`src/rtl/wsched_pkg.sv`:
```
package wsched_pkg;
   localparam int MAX_WARPS = 32;

   function automatic int id_bits(input int n);
      return (n < 2) ? 1 : $clog2(n);
   endfunction

   function automatic bit is_pow2(input int n);
      return (n > 0) && ((n & (n - 1)) == 0);
   endfunction
endpackage

```
`src/rtl/wsched_stall_reg.sv`:
```
module wsched_stall_reg #(
   parameter int NUM_WARPS = 8,
   localparam int IDW = wsched_pkg::id_bits(NUM_WARPS)
) (
   input  logic                 clk,
   input  logic                 rst_n,
   input  logic                 set_en,
   input  logic [IDW-1:0]       set_id,
   input  logic                 rel_en,
   input  logic [IDW-1:0]       rel_id,
   output logic [NUM_WARPS-1:0] stall_q,
   output logic [NUM_WARPS-1:0] stall_now
);
   localparam logic [IDW:0] NW = (IDW+1)'(NUM_WARPS);

   logic [NUM_WARPS-1:0] set_vec, rel_vec;

   always_comb begin
      for (int i = 0; i < NUM_WARPS; i++) begin
         set_vec[i] = set_en && (set_id == IDW'(i));
         rel_vec[i] = rel_en && (rel_id == IDW'(i));
      end
   end

   // a fresh stall hides the warp at once; a release waits for the edge
   assign stall_now = stall_q | set_vec;

   always_ff @(posedge clk or negedge rst_n) begin
      if (!rst_n) stall_q <= '0;
      else        stall_q <= (stall_q | set_vec) & ~rel_vec;
   end

   // stall without a matching release sticks
   a_r3_stall_sticks: assert property (@(posedge clk) disable iff (!rst_n)
      (set_en && ({1'b0, set_id} < NW) && !(rel_en && rel_id == set_id))
      |=> stall_q[$past(set_id)]);

   // a release always leaves the warp free after the edge
   a_r7_release_wins: assert property (@(posedge clk) disable iff (!rst_n)
      (rel_en && ({1'b0, rel_id} < NW)) |=> !stall_q[$past(rel_id)]);
endmodule

```
`src/rtl/wsched_rr_pick.sv`:
```
module wsched_rr_pick #(
   parameter int NUM_WARPS = 8,
   localparam int IDW = wsched_pkg::id_bits(NUM_WARPS)
) (
   input  logic [IDW-1:0]       base,
   input  logic [NUM_WARPS-1:0] elig,
   output logic                 hit,
   output logic [IDW-1:0]       pick
);
   localparam bit POW2 = wsched_pkg::is_pow2(NUM_WARPS);

   // cand[k] = (base + k + 1) mod NUM_WARPS
   logic [IDW-1:0] cand [NUM_WARPS];

   generate
      if (POW2) begin : g_pow2
         for (genvar k = 0; k < NUM_WARPS; k++) begin : g_off
            assign cand[k] = base + IDW'(k + 1);
         end
      end else begin : g_mod
         for (genvar k = 0; k < NUM_WARPS; k++) begin : g_off
            logic [IDW:0] sum;
            assign sum     = {1'b0, base} + (IDW+1)'(k + 1);
            assign cand[k] = (sum >= (IDW+1)'(NUM_WARPS))
                           ? IDW'(sum - (IDW+1)'(NUM_WARPS)) : sum[IDW-1:0];
         end
      end
   endgenerate

   always_comb begin
      hit  = 1'b0;
      pick = base;
      for (int k = NUM_WARPS - 1; k >= 0; k--) begin
         if (elig[cand[k]]) begin
            hit  = 1'b1;
            pick = cand[k];
         end
      end
   end
endmodule

```
`src/rtl/warp_rr_sched.sv`:
```
module warp_rr_sched #(
   parameter int NUM_WARPS = 8,
   localparam int IDW = wsched_pkg::id_bits(NUM_WARPS)
) (
   input  logic                 clk,
   input  logic                 rst_n,
   input  logic                 fetch_ready,
   input  logic [NUM_WARPS-1:0] warp_active,
   input  logic                 stall_req,
   input  logic [IDW-1:0]       stall_req_id,
   input  logic                 release_req,
   input  logic [IDW-1:0]       release_req_id,
   output logic [IDW-1:0]       sel_warp,
   output logic                 sel_valid
);
   generate
      if (NUM_WARPS < 2 || NUM_WARPS > wsched_pkg::MAX_WARPS) begin : g_bad
         $error("warp_rr_sched: NUM_WARPS out of range 2..32");
      end
   endgenerate

   logic [NUM_WARPS-1:0] stall_q, stall_now, elig;
   logic                 pick_hit;
   logic [IDW-1:0]       pick_id;

   wsched_stall_reg #(.NUM_WARPS(NUM_WARPS)) u_stall (
      .clk       (clk),
      .rst_n     (rst_n),
      .set_en    (stall_req),
      .set_id    (stall_req_id),
      .rel_en    (release_req),
      .rel_id    (release_req_id),
      .stall_q   (stall_q),
      .stall_now (stall_now)
   );

   assign elig = warp_active & ~stall_now;

   wsched_rr_pick #(.NUM_WARPS(NUM_WARPS)) u_pick (
      .base (sel_warp),
      .elig (elig),
      .hit  (pick_hit),
      .pick (pick_id)
   );

   always_ff @(posedge clk or negedge rst_n) begin
      if (!rst_n) begin
         sel_warp  <= '0;
         sel_valid <= 1'b1;
      end else if (fetch_ready) begin
         sel_valid <= pick_hit;
         if (pick_hit) sel_warp <= pick_id;
      end
   end

   // a chosen warp is live and not stalled
   a_r1_pick_eligible: assert property (@(posedge clk) disable iff (!rst_n)
      pick_hit |-> (warp_active[pick_id] && !stall_q[pick_id]
                    && !(stall_req && stall_req_id == pick_id)));

   // an empty scan drops the flag and keeps the id
   a_r2_none_found: assert property (@(posedge clk) disable iff (!rst_n)
      (fetch_ready && !pick_hit) |=> (!sel_valid && $stable(sel_warp)));

   // no new choice while fetch is busy
   a_r6_hold: assert property (@(posedge clk) disable iff (!rst_n)
      !fetch_ready |=> ($stable(sel_warp) && $stable(sel_valid)));

   // a miss only happens when no warp qualifies
   a_r2_miss_means_empty: assert property (@(posedge clk) disable iff (!rst_n)
      !pick_hit |-> ((warp_active & ~stall_now) == '0));
endmodule

```
`config.mk`:
```
export PLATFORM = sky130hd
export DESIGN_NAME = warp_rr_sched
export DESIGN_NICKNAME = d
export VERILOG_FILES = /design/src/rtl/wsched_pkg.sv /design/src/rtl/wsched_stall_reg.sv /design/src/rtl/wsched_rr_pick.sv /design/src/rtl/warp_rr_sched.sv
export SDC_FILE = /design/constraint.sdc
export NUM_CORES = 1
export LEC_CHECK = 0
export ABC_CLOCK_PERIOD_IN_PS = 3400
export BUFFER_PORTS_ARGS = -buffer_cell sky130_fd_sc_hd__buf_2
export CORE_MARGIN = 3
export CORE_UTILIZATION = 56
export DETAILED_ROUTE_END_ITERATION = 8
export GPL_TIMING_DRIVEN = 0
export PLACE_DENSITY = 0.8
export SYNTH_ARGS = -nofsm -noshare
export SYNTH_HDL_FRONTEND = slang
export SYNTH_HIERARCHICAL = 1
export SYNTH_SLANG_ARGS = --single-unit
```
`constraint.sdc`:
```
create_clock -name clk -period 3.4 [get_ports clk]
set_clock_uncertainty 0.05 [all_clocks]
set_input_delay 0.17 -clock clk [delete_from_list [all_inputs] [get_ports clk]]
set_output_delay 0.17 -clock clk [all_outputs]
set_load 0.03 [all_outputs]
```
---- Word level (Yosys, flattened, before mapping) ----
Cells that the tools add are included.
cells by class
  add/subtract/negate cells ............... 7
  magnitude comparators ................... 8
  equal/unequal tests ..................... 14
  mux-type cells .......................... 31
  bitwise gates (word level) .............. 5
  reduce and logical (&&, ||, !) cells .... 20
operator list
  kind                                                                          count
  3-bit by 4-bit less-than comparator with 1-bit output, second input constant  8
  1-bit binary-select mux with 3-bit select                                     8
  3-bit == test, second input constant                                          8
  3-bit two-way mux                                                             7
  8-bit bitwise AND                                                             2
  1-bit logical AND                                                             16
  1-bit two-way mux                                                             16
  8-bit inverter                                                                2
  3-bit adder, second input constant                                            4
  3-bit by 2-bit == test with 1-bit output, second input constant               4
  8-bit OR                                                                      1
  7-bit nonzero test                                                            1
  3-bit by 2-bit adder with 3-bit output, second input constant                 2
  3-bit by 1-bit == test with 1-bit output, second input constant               2
  3-bit logical NOT                                                             2
  3-bit by 1-bit adder with 3-bit output, second input constant                 1
  3-bit AND reduction                                                           1
storage, ports and cells
  flip-flop bits (word level) ............. 12
  input port bits ......................... 19
  output and inout bits ................... 4
  word-level logic and storage cells ...... 88

---- Logic depth before layout (Yosys ltp) ----
Gate-level depths: netlist of run 1.
  word-level depth ........................ 16
  mapped depth ............................ 12
  depth with buffers taken out ............ 10

---- By module ----
The synthesis of run 1 kept the hierarchy.
by module, submodules not included
  module            instances  cells each  area an instance (um2)  sequential area each (um2)
  wsched_rr_pick    1          80          684.4                   0.0
  wsched_stall_reg  1          36          437.9                   200.2
  warp_rr_sched     1          18          211.5                   101.3

---- Worst setup path after synthesis of run 1 ----
Ideal clock, no wire load.
  kind .................................... reg-to-reg
  start ................................... reg sel_warp[1]
  end ..................................... reg sel_warp[0]
  library setup time ...................... 125 ps
  arrival time ............................ 3050 ps
  required time ........................... 3225 ps
  slack ................................... 174 ps
  stages on the path, launching flop included .. 13
  path buffers ............................ 3
  period minus slack after synthesis ...... 3226 ps
  cell sequence ........................... dfrtp_1 buf_6 buf_2 inv_1 ha_1 clkbuf_2 mux4_2 nor2b_4 a21oi_2 nand3_1 or4_1 nand2_2 mux2_4
on the way
  word-level cells in the longest chain between the ends .. 11
  elaborated cells between the ends (all ways) .. 39
  classes of those cells .................. 7 x add/sub; 30 x mux; 2 x reduce/logical
RTL lines
  element                                                                         line                                        source
  start, declared                                                                 warp_rr_sched.sv:13                         output logic [IDW-1:0] sel_warp,
  start signal, assigned                                                          warp_rr_sched.sv:52                         if (pick_hit) sel_warp <= pick_id;
  3-bit adder or 1-bit binary-select mux with 3-bit select (tied branches)        wsched_rr_pick.sv:18, wsched_rr_pick.sv:34
  1-bit binary-select mux with 3-bit select or 1-bit two-way mux (tied branches)  wsched_rr_pick.sv:34                        if (elig[cand[k]]) begin
  1-bit two-way mux (not written as such)                                         wsched_rr_pick.sv:34
  1-bit two-way mux (6 in series)                                                 wsched_rr_pick.sv:34
  1-bit two-way mux (*)                                                           wsched_rr_pick.sv:34
  named net pick_hit                                                              warp_rr_sched.sv:23                         logic pick_hit;
  3-bit AND reduction (no source line) (*)                                        n/a
Mark *: on every way through the listed nets, which the timed path passes. The rest lies on a longest branch. The select of a mux whose other input is x is not followed.
A chain may end at the register's enable or synchronous reset.

---- Worst setup path in the final report of run 1 ----
  start ................................... reg sel_warp[1]
  end ..................................... reg sel_warp[1]
Same word-level chain as after synthesis.

==> Flow_metrics.wiki, run 1 <==
{| class="wikitable"
! Metric !! Value
|-
| Share of the clock period used by the worst path after layout || 0.946
|-
| Crit path from || sel_warp[1]
|-
| CP Class || flop to flop
|-
| Vert. Die Dim || 54.8 um
|-
| Via density per instance || 6.55
|-
| Yosys warning count || 6
|-
| Weighted congestion reported at the end of routability-driven placement || 0.849
|-
| Effective utilization at floorplan || 0.597
|-
| First-pass GRT wire length || 5250 um
|-
| Clock buffers created by TritonCTS || 3
|-
| Pins over their slew limit || 0
|-
| Post-synthesis average cell area || 9.95 um2
|-
| H-tree depth || 1
|-
| Congestion Overflow GR || 0
|-
| Net count of the finished layout || 182
|-
| Outcome || complete, no violations
|-
| Arrival time worst endpoint || 3.31 ns
|-
| Root buffer selected by CTS || sky130_fd_sc_hd__clkbuf_4
|-
| HP Class || input pin to flop
|-
| RSZ-0062 raised after global routing || no
|-
| Max_slew headroom || 0.663
|-
| CP Capture Type || flop
|-
| Number of synthesized register bits || 12
|-
| Clk slew on worst S/H paths || 0.07 ns
|-
| Register-to-register path setup slack || 0.18 ns
|-
| Cell area after synthesis || 1330 um2
|-
| Finish-stage setup viols || 0
|-
| Die boundary width || 54.8 um
|-
| Router iterations before antenna repair || 4
|-
| Leakage power || 0.686 nW
|-
| Post-route DRC || 0
|-
| Overall die area || 3000 um2
|-
| Chain of cells forming the critical path || buf_6, inv_1, ha_1, clkbuf_2, mux4_2, nor2b_4, a21oi_2, nand3_1, or4_1, nand2_2, mux2_4
|-
| Finished Core Util || 0.681
|-
| Most instantiated flip-flop cell in the synthesis netlist || sky130_fd_sc_hd__dfrtp_1
|-
| Source of the worst hold timing path || fetch_ready
|-
| Number of primary I/O pins || 23
|-
| Std cell rows || 17
|-
| Via count || 1231
|-
| Count of buffers added by post-CTS timing repair for setup || 0
|-
| Post-synthesis cell type count || 47
|-
| Hold Violations, Final || 0
|-
| Layout area overhead || 14.1%
|-
| Critical path's largest stage delay || 0.44 ns
|-
| Setup TNS Final || 0 ns
|-
| IO buf count || 22
|-
| Sequential element share of the synthesized area || 0.226
|-
| Global-route met3 utilization || 0.0163
|-
| Kind of launch point of the worst setup path || flop
|-
| Worst R2R Start || sel_warp[1]
|-
| Mapped Nets || 155
|-
| Syn Inst Count || 134
|-
| Number of cells on the worst reg-to-reg path || 11
|-
| Power Density || 1100 nW/um2
|-
| Iteration-0 DRC count of the detailed router || 51
|-
| Crit Path Max Fanout || 14
|-
| Number of global-route vias before repair || 1158
|-
| Number of max-capacitance violations reported || 0
|-
| Worst vdd rail ir drop || 0.691 mV
|-
| Fraction of layout cells with a size suffix above 1 || 0.338
|-
| CP required || 3.50 ns
|-
| Average wire length per cell after detail routing || 17.1 um
|-
| Share of synthesized registers carrying an async set or reset || 1.00
|-
| Post-detailed-routing wire length || 3210 um
|-
| Maximum clock frequency || 0.311 GHz
|-
| Core box area || 2230 um2
|-
| Largest net degree at the start of global routing || 13
|-
| Measured slew at the worst slew-check pin || 0.504 ns
|-
| Most used routing layer || met2
|-
| All-Layer GR Usage || 0.244
|-
| Fill cells || 185
|-
| Source-to-sink clock delay at the later pin of the worst-skew pair || 0.27 ns
|-
| Post-synth EDFFs || 0
|-
| TritonCTS clock tree || built
|-
| Worst-path cell with the longest stage delay || sky130_fd_sc_hd__or4_1
|-
| HPWL Detailed || 2540 um
|-
| Buffer depth of the longest clock path || 2
|-
| Shortest period the worst path allows || 3.22 ns
|-
| Global Route met1 Usage || 0.306
|-
| Number of routed nets with antenna violations || 0
|-
| # clock sinks || 12
|-
| Cell depth of the worst min-delay path || 2
|-
| Inserted Diodes || 0
|-
| Met2 Track Usage GR || 0.415
|-
| Initial antenna violation count || 0
|}
## area by class of cell
type                       instances  area, um2  share of cell area
inverter                           8       30.0              0.0197
sequential                        12        303               0.199
tap                               28       35.0              0.0230
clock buffer                       4       36.3              0.0238
timing repair buffer              23        120              0.0789
multi-input combinational        109        966               0.635
buffer                             4       31.3              0.0206
## what timing repair did
| action | CTS | global route |
|---|---|---|
| gates resized for setup | 0 | 1 |
| endpoints found under the setup margin | 0 | 4 |
| hold buffers | 1 | 0 |
| endpoints found under the hold margin | 12 | 0 |
## critical path: cells and delay by family, from the launching register on
kind / cells / cell delay (ns)
simple gates: 4 / 0.86
buf+inv: 3 / 0.53
flops: 1 / 0.42
compound gates: 1 / 0.22
mux: 2 / 0.73
fa+ha+maj: 1 / 0.29
## registers in the layout (all words and copies together), names as in the netlist
signal	cells
u_stall/stall_q	8
sel_warp	3
sel_valid	1
## stage by stage
stage	std cells	area (um2)	hold WS (ns)	worst slack, ns	total power [W]
floorplan	134	1330	-0.176	0.174	0.00129
finish	188	1520	0.0500	0.183	0.00167
global route	188	1520	0.0554	0.000235	0.00180
CTS	189	1530	0.0429	0.00176	0.00166
detailed placement	184	1480	0.0100	0.0310	0.00154
global placement	184	1480	0.00516	0.0760	0.00148
## kinds of logic after synthesis
group | count (synthesis) | synth area share
fa+ha+maj | 2 | 0.0188
simple gates | 47 | 0.226
compound gates | 33 | 0.194
xor+xnor | 4 | 0.0263
flops | 12 | 0.226
buf+inv | 13 | 0.0497
mux | 23 | 0.259
## synth_stat cells (4+ instances only)
library cell              number  area [um2]
sky130_fd_sc_hd__a21oi_1       5        25.0
sky130_fd_sc_hd__nor2b_1       9        56.3
sky130_fd_sc_hd__nand2_1      13        48.8
sky130_fd_sc_hd__o32a_1        4        40.0
sky130_fd_sc_hd__mux4_2        7         158
sky130_fd_sc_hd__dfrtp_1      11         275
sky130_fd_sc_hd__or2_1         6        37.5
sky130_fd_sc_hd__mux2_4        4        60.1
sky130_fd_sc_hd__inv_1         8        30.0
sky130_fd_sc_hd__mux2i_1       8        80.1
sky130_fd_sc_hd__nand3_1       4        20.0
## layer usage
metal | wire length (um) | up-vias
met2 | 1660 | 47
met4 | 95 | 0
met5 | 0 | -
li1 | - | 572
met3 | 142 | 10
met1 | 1320 | 602
## layout by cell type (no fill, tap or decap), drive strengths merged, types with 2 or more instances in the layout
master,instances
dfrtp,11
a21oi,6
a22oi,3
clkbuf,6
nand3,4
o21a,3
mux2i,9
and4bb,3
nand2,14
o32a,6
xnor2,2
or2,7
mux2,7
and4b,3
buf,24
a211oi,2
o2111ai,2
mux4,7
nor2b,10
ha,2
xor2,2
inv,8
o21ai,4
## power by group
| group | total (W) | internal, W | leakage, nW | switching (W) |
|---|---|---|---|---|
| logic | 0.00133 | 0.000613 | 0.524 | 0.000721 |
| clock network | 0.000110 | 0.0000650 | 0.0210 | 0.0000450 |
| registers | 0.000229 | 0.000190 | 0.141 | 0.0000391 |
## final timing paths
path / endpoint
worst min-delay path: sel_valid
worst max-delay path: sel_warp[1]
worst max register to register: sel_warp[1]
max in group asynchronous: sel_valid
min in group asynchronous: u_stall/stall_q[7]
worst min register to register: sel_valid
Note: power is estimated with default switching activity, not from simulation.
==> run 2, diff against run 1 <==
--- a/config.mk
+++ b/config.mk
@@ -5,13 +5,13 @@
 export SDC_FILE = /design/constraint.sdc
 export NUM_CORES = 1
 export LEC_CHECK = 0
-export ABC_CLOCK_PERIOD_IN_PS = 3400
+export ABC_CLOCK_PERIOD_IN_PS = 4140
 export BUFFER_PORTS_ARGS = -buffer_cell sky130_fd_sc_hd__buf_2
 export CORE_MARGIN = 3
-export CORE_UTILIZATION = 56
+export CORE_UTILIZATION = 60
 export DETAILED_ROUTE_END_ITERATION = 8
 export GPL_TIMING_DRIVEN = 0
-export PLACE_DENSITY = 0.8
+export PLACE_DENSITY = 0.85
 export SYNTH_ARGS = -nofsm -noshare
 export SYNTH_HDL_FRONTEND = slang
 export SYNTH_HIERARCHICAL = 1
==> constraint.sdc (replaced) <==
create_clock -name clk -period 4.14 [get_ports clk]
set_clock_uncertainty 0.05 [all_clocks]
set_input_delay 0.207 -clock clk [delete_from_list [all_inputs] [get_ports clk]]
set_output_delay 0.207 -clock clk [all_outputs]
set_load 0.03 [all_outputs]
==> Flow_metrics.wiki, run 2 (same netlist as run 1, synthesis figures left out) <==
{| class="wikitable"
! Metric !! Value
|-
| Max_slew headroom || 0.650 (-0.0128)
|-
| Design internal power || 0.000715 W (-18%)
|-
| Core box area || 2040 um2 (-8.6%)
|-
| Registers with the highest flip-flop counts || u_stall/stall_q x8, sel_warp x3, sel_valid x1
|-
| Leakage power || 0.691 nW (+0.74%)
|-
| Via density per instance || 6.27 (-4.2%)
|-
| Fill cells || 163 (-12%)
|-
| Number of flip-flops under the largest register name || 8 (unchanged)
|-
| Power Density || 902 nW/um2 (-18%)
|-
| Hold Violations, Final || 0 (unchanged)
|-
| Share of total power in combinational logic || 0.798 (about the same)
|-
| Register containing the most flip-flops in the final layout || u_stall/stall_q
|-
| Iteration-0 DRC count of the detailed router || 24 (-53%)
|-
| Maximum clock frequency || 0.289 GHz (-7.0%)
|-
| Weighted congestion reported at the end of routability-driven placement || 0.839 (-1.2%)
|-
| Number of cells on the worst reg-to-reg path || 12 (+1)
|-
| Overall die area || 2820 um2 (-5.9%)
|-
| Buffer depth of the longest clock path || 2 (unchanged)
|-
| Congestion Overflow GR || 0 (unchanged)
|-
| Setup TNS Final || 0 ns (unchanged)
|-
| Number of global-route vias before repair || 1114 (-3.8%)
|-
| Post-route cell area || 1520 um2 (+0.16%)
|-
| HP Class || input pin to flop
|-
| Number of primary I/O pins || 23 (unchanged)
|-
| Cell depth of the worst min-delay path || 2 (unchanged)
|-
| Vert. Die Dim || 53.2 um (-3.0%)
|-
| Highest-count cells in the layout ignoring fill and taps || 23 x sky130_fd_sc_hd__buf_2, 13 x sky130_fd_sc_hd__nand2_1, 11 x sky130_fd_sc_hd__dfrtp_1
|-
| Std cell rows || 16 (-1)
|-
| Effective utilization at floorplan || 0.653 (+0.0560)
|-
| Outcome || complete, no violations
|-
| Average wire length per cell after detail routing || 16.4 um (-3.8%)
|-
| CP Capture Type || flop
|-
| All-Layer GR Usage || 0.246 (+0.00283)
|-
| First-pass GRT wire length || 5030 um (-4.2%)
|-
| Post-route DRC || 0 (unchanged)
|-
| Net count of the finished layout || 183 (+0.55%)
|-
| CP Class || flop to flop
|-
| TritonCTS clock tree || built
|-
| # clock sinks || 12 (unchanged)
|-
| IO buf count || 22 (unchanged)
|-
| Clock share of power || 0.065 (about the same)
|-
| Clk slew on worst S/H paths || 0.07 ns (about the same)
|-
| Post-detailed-routing wire length || 3090 um (-3.8%)
|-
| CP required || 4.24 ns (+0.74 ns)
|-
| Clock buffers created by TritonCTS || 3 (unchanged)
|-
| Inserted Diodes || 0 (unchanged)
|-
| Pins over their slew limit || 0 (unchanged)
|-
| Switching power as a share of total power || 0.480 (-0.00132)
|-
| Worst-path cell with the longest stage delay || sky130_fd_sc_hd__or4_1
|-
| Share of the clock period used by the worst path after layout || 0.835 (-0.111)
|-
| Layout area overhead || 14.3%
|-
| Measured slew at the worst slew-check pin || 0.523 ns (+0.0191 ns)
|-
| Initial antenna violation count || 0 (unchanged)
|-
| Via count || 1179 (-4.2%)
|-
| HPWL Detailed || 2480 um (-2.4%)
|-
| Largest net degree at the start of global routing || 13 (unchanged)
|-
| Sequential cell fraction of total power || 0.137 (about the same)
|-
| Shortest period the worst path allows || 3.46 ns (+0.241 ns)
|-
| Fraction of layout cells with a size suffix above 1 || 0.335 (-0.00210)
|-
| Number of routed nets with antenna violations || 0 (unchanged)
|-
| Router iterations before antenna repair || 4 (unchanged)
|-
| P_sw || 0.000660 W (-18%)
|-
| Number of max-capacitance violations reported || 0 (unchanged)
|-
| H-tree depth || 1 (unchanged)
|-
| Root buffer selected by CTS || sky130_fd_sc_hd__clkbuf_4
|-
| Critical path's largest stage delay || 0.47 ns (+0.03 ns)
|-
| Worst vdd rail ir drop || 0.611 mV (-12%)
|-
| Post-Place Cell Area || 1480 um2 (about the same)
|-
| Crit Path Max Fanout || 10 (-4)
|-
| Source-to-sink clock delay at the later pin of the worst-skew pair || 0.27 ns (about the same)
|-
| Arrival time worst endpoint || 3.56 ns (+0.25 ns)
|-
| Chain of cells forming the critical path || buf_6, buf_2, inv_1, ha_1, clkbuf_2, mux4_2, nor2b_4, a21oi_2, nand3_1, or4_1, nand2_2, mux2_4
|-
| RSZ-0062 raised after global routing || no
|-
| Kind of launch point of the worst setup path || flop
|-
| Die boundary width || 53.2 um (-3.0%)
|-
| Finish-stage setup viols || 0 (unchanged)
|-
| Most frequent standard cell in the layout excluding fill and tap cells || sky130_fd_sc_hd__buf_2
|}
run 2: cell types whose count changed in the layout (fill, tap and decap cells not counted), sizes merged:
cell  delta
buf      +1
run 2: what timing repair did:
item	CTS	global route
setup buffers	0	0
endpoints found under the hold margin	11	0
gates resized for setup	0	0
hold buffers	1	0
run 2: power groups by stage:
stage / clock network [W] / logic (W) / registers, W
3_3_place_gp: 0 / 0.00102 / 0.000187
2_1_floorplan: 0 / 0.000837 / 0.000220
6_report: 0.0000900 / 0.00110 / 0.000188
5_1_grt: 0.000104 / 0.00118 / 0.000193
4_1_cts: 0.0000925 / 0.00108 / 0.000189
3_5_place_dp: 0 / 0.00107 / 0.000191
run 2: worst paths after layout:
check	start	slack, ns	end
max	sel_warp[1]	0.68	sel_warp[1]
max reg2reg	sel_warp[1]	0.68	sel_warp[1]
min in group asynchronous	rst_n	0.30	u_stall/stall_q[7]
min	fetch_ready	0.08	sel_valid
max in group asynchronous	rst_n	3.47	sel_valid
min reg2reg	sel_valid	0.43	sel_valid
run 2: cell type report:
| cell class | instances | area, um2 | share of cell area |
|---|---|---|---|
| Inverter | 8 | 30.0 | 0.0197 |
| Multi-Input combinational cell | 109 | 966 | 0.634 |
| Buffer | 5 | 36.3 | 0.0238 |
| Timing Repair Buffer | 23 | 120 | 0.0788 |
| Clock buffer | 4 | 36.3 | 0.0238 |
| Sequential cell | 12 | 302 | 0.198 |
| Tap cell | 27 | 33.8 | 0.0222 |
run 2: metal layers:
layer | wire length, um | up-vias | GRT usage
met5 | 0 | - | 0
met4 | 42 | 0 | 0.119
met3 | 190 | 6 | 0.0282
met2 | 1610 | 41 | 0.430
met1 | 1250 | 558 | 0.299
li1 | - | 574 | -
run 2: per-stage QoR:
stage	instances	utilization	total power (W)	hold slack, ns	setup WS, ns
after global placement	183	0.724	0.00121	0.0457	0.837
after detailed placement	183	0.724	0.00126	0.0441	0.722
after global routing	188	0.746	0.00148	0.0480	0.511
final	188	0.746	0.00137	0.0786	0.682
after floorplan	134	-	0.00106	-0.139	0.914
after CTS	188	0.746	0.00136	0.0730	0.710
run 2: critical path: cells and delay by family, from the launching register on:
family	cells	cell delay, ns
adder cells (fa/ha/maj)	1	0.30
flip-flops	1	0.41
buffers and inverters	4	0.74
AND/OR/NAND/NOR	4	0.89
AO/OA/AOI/OAI	1	0.23
multiplexers	2	0.73
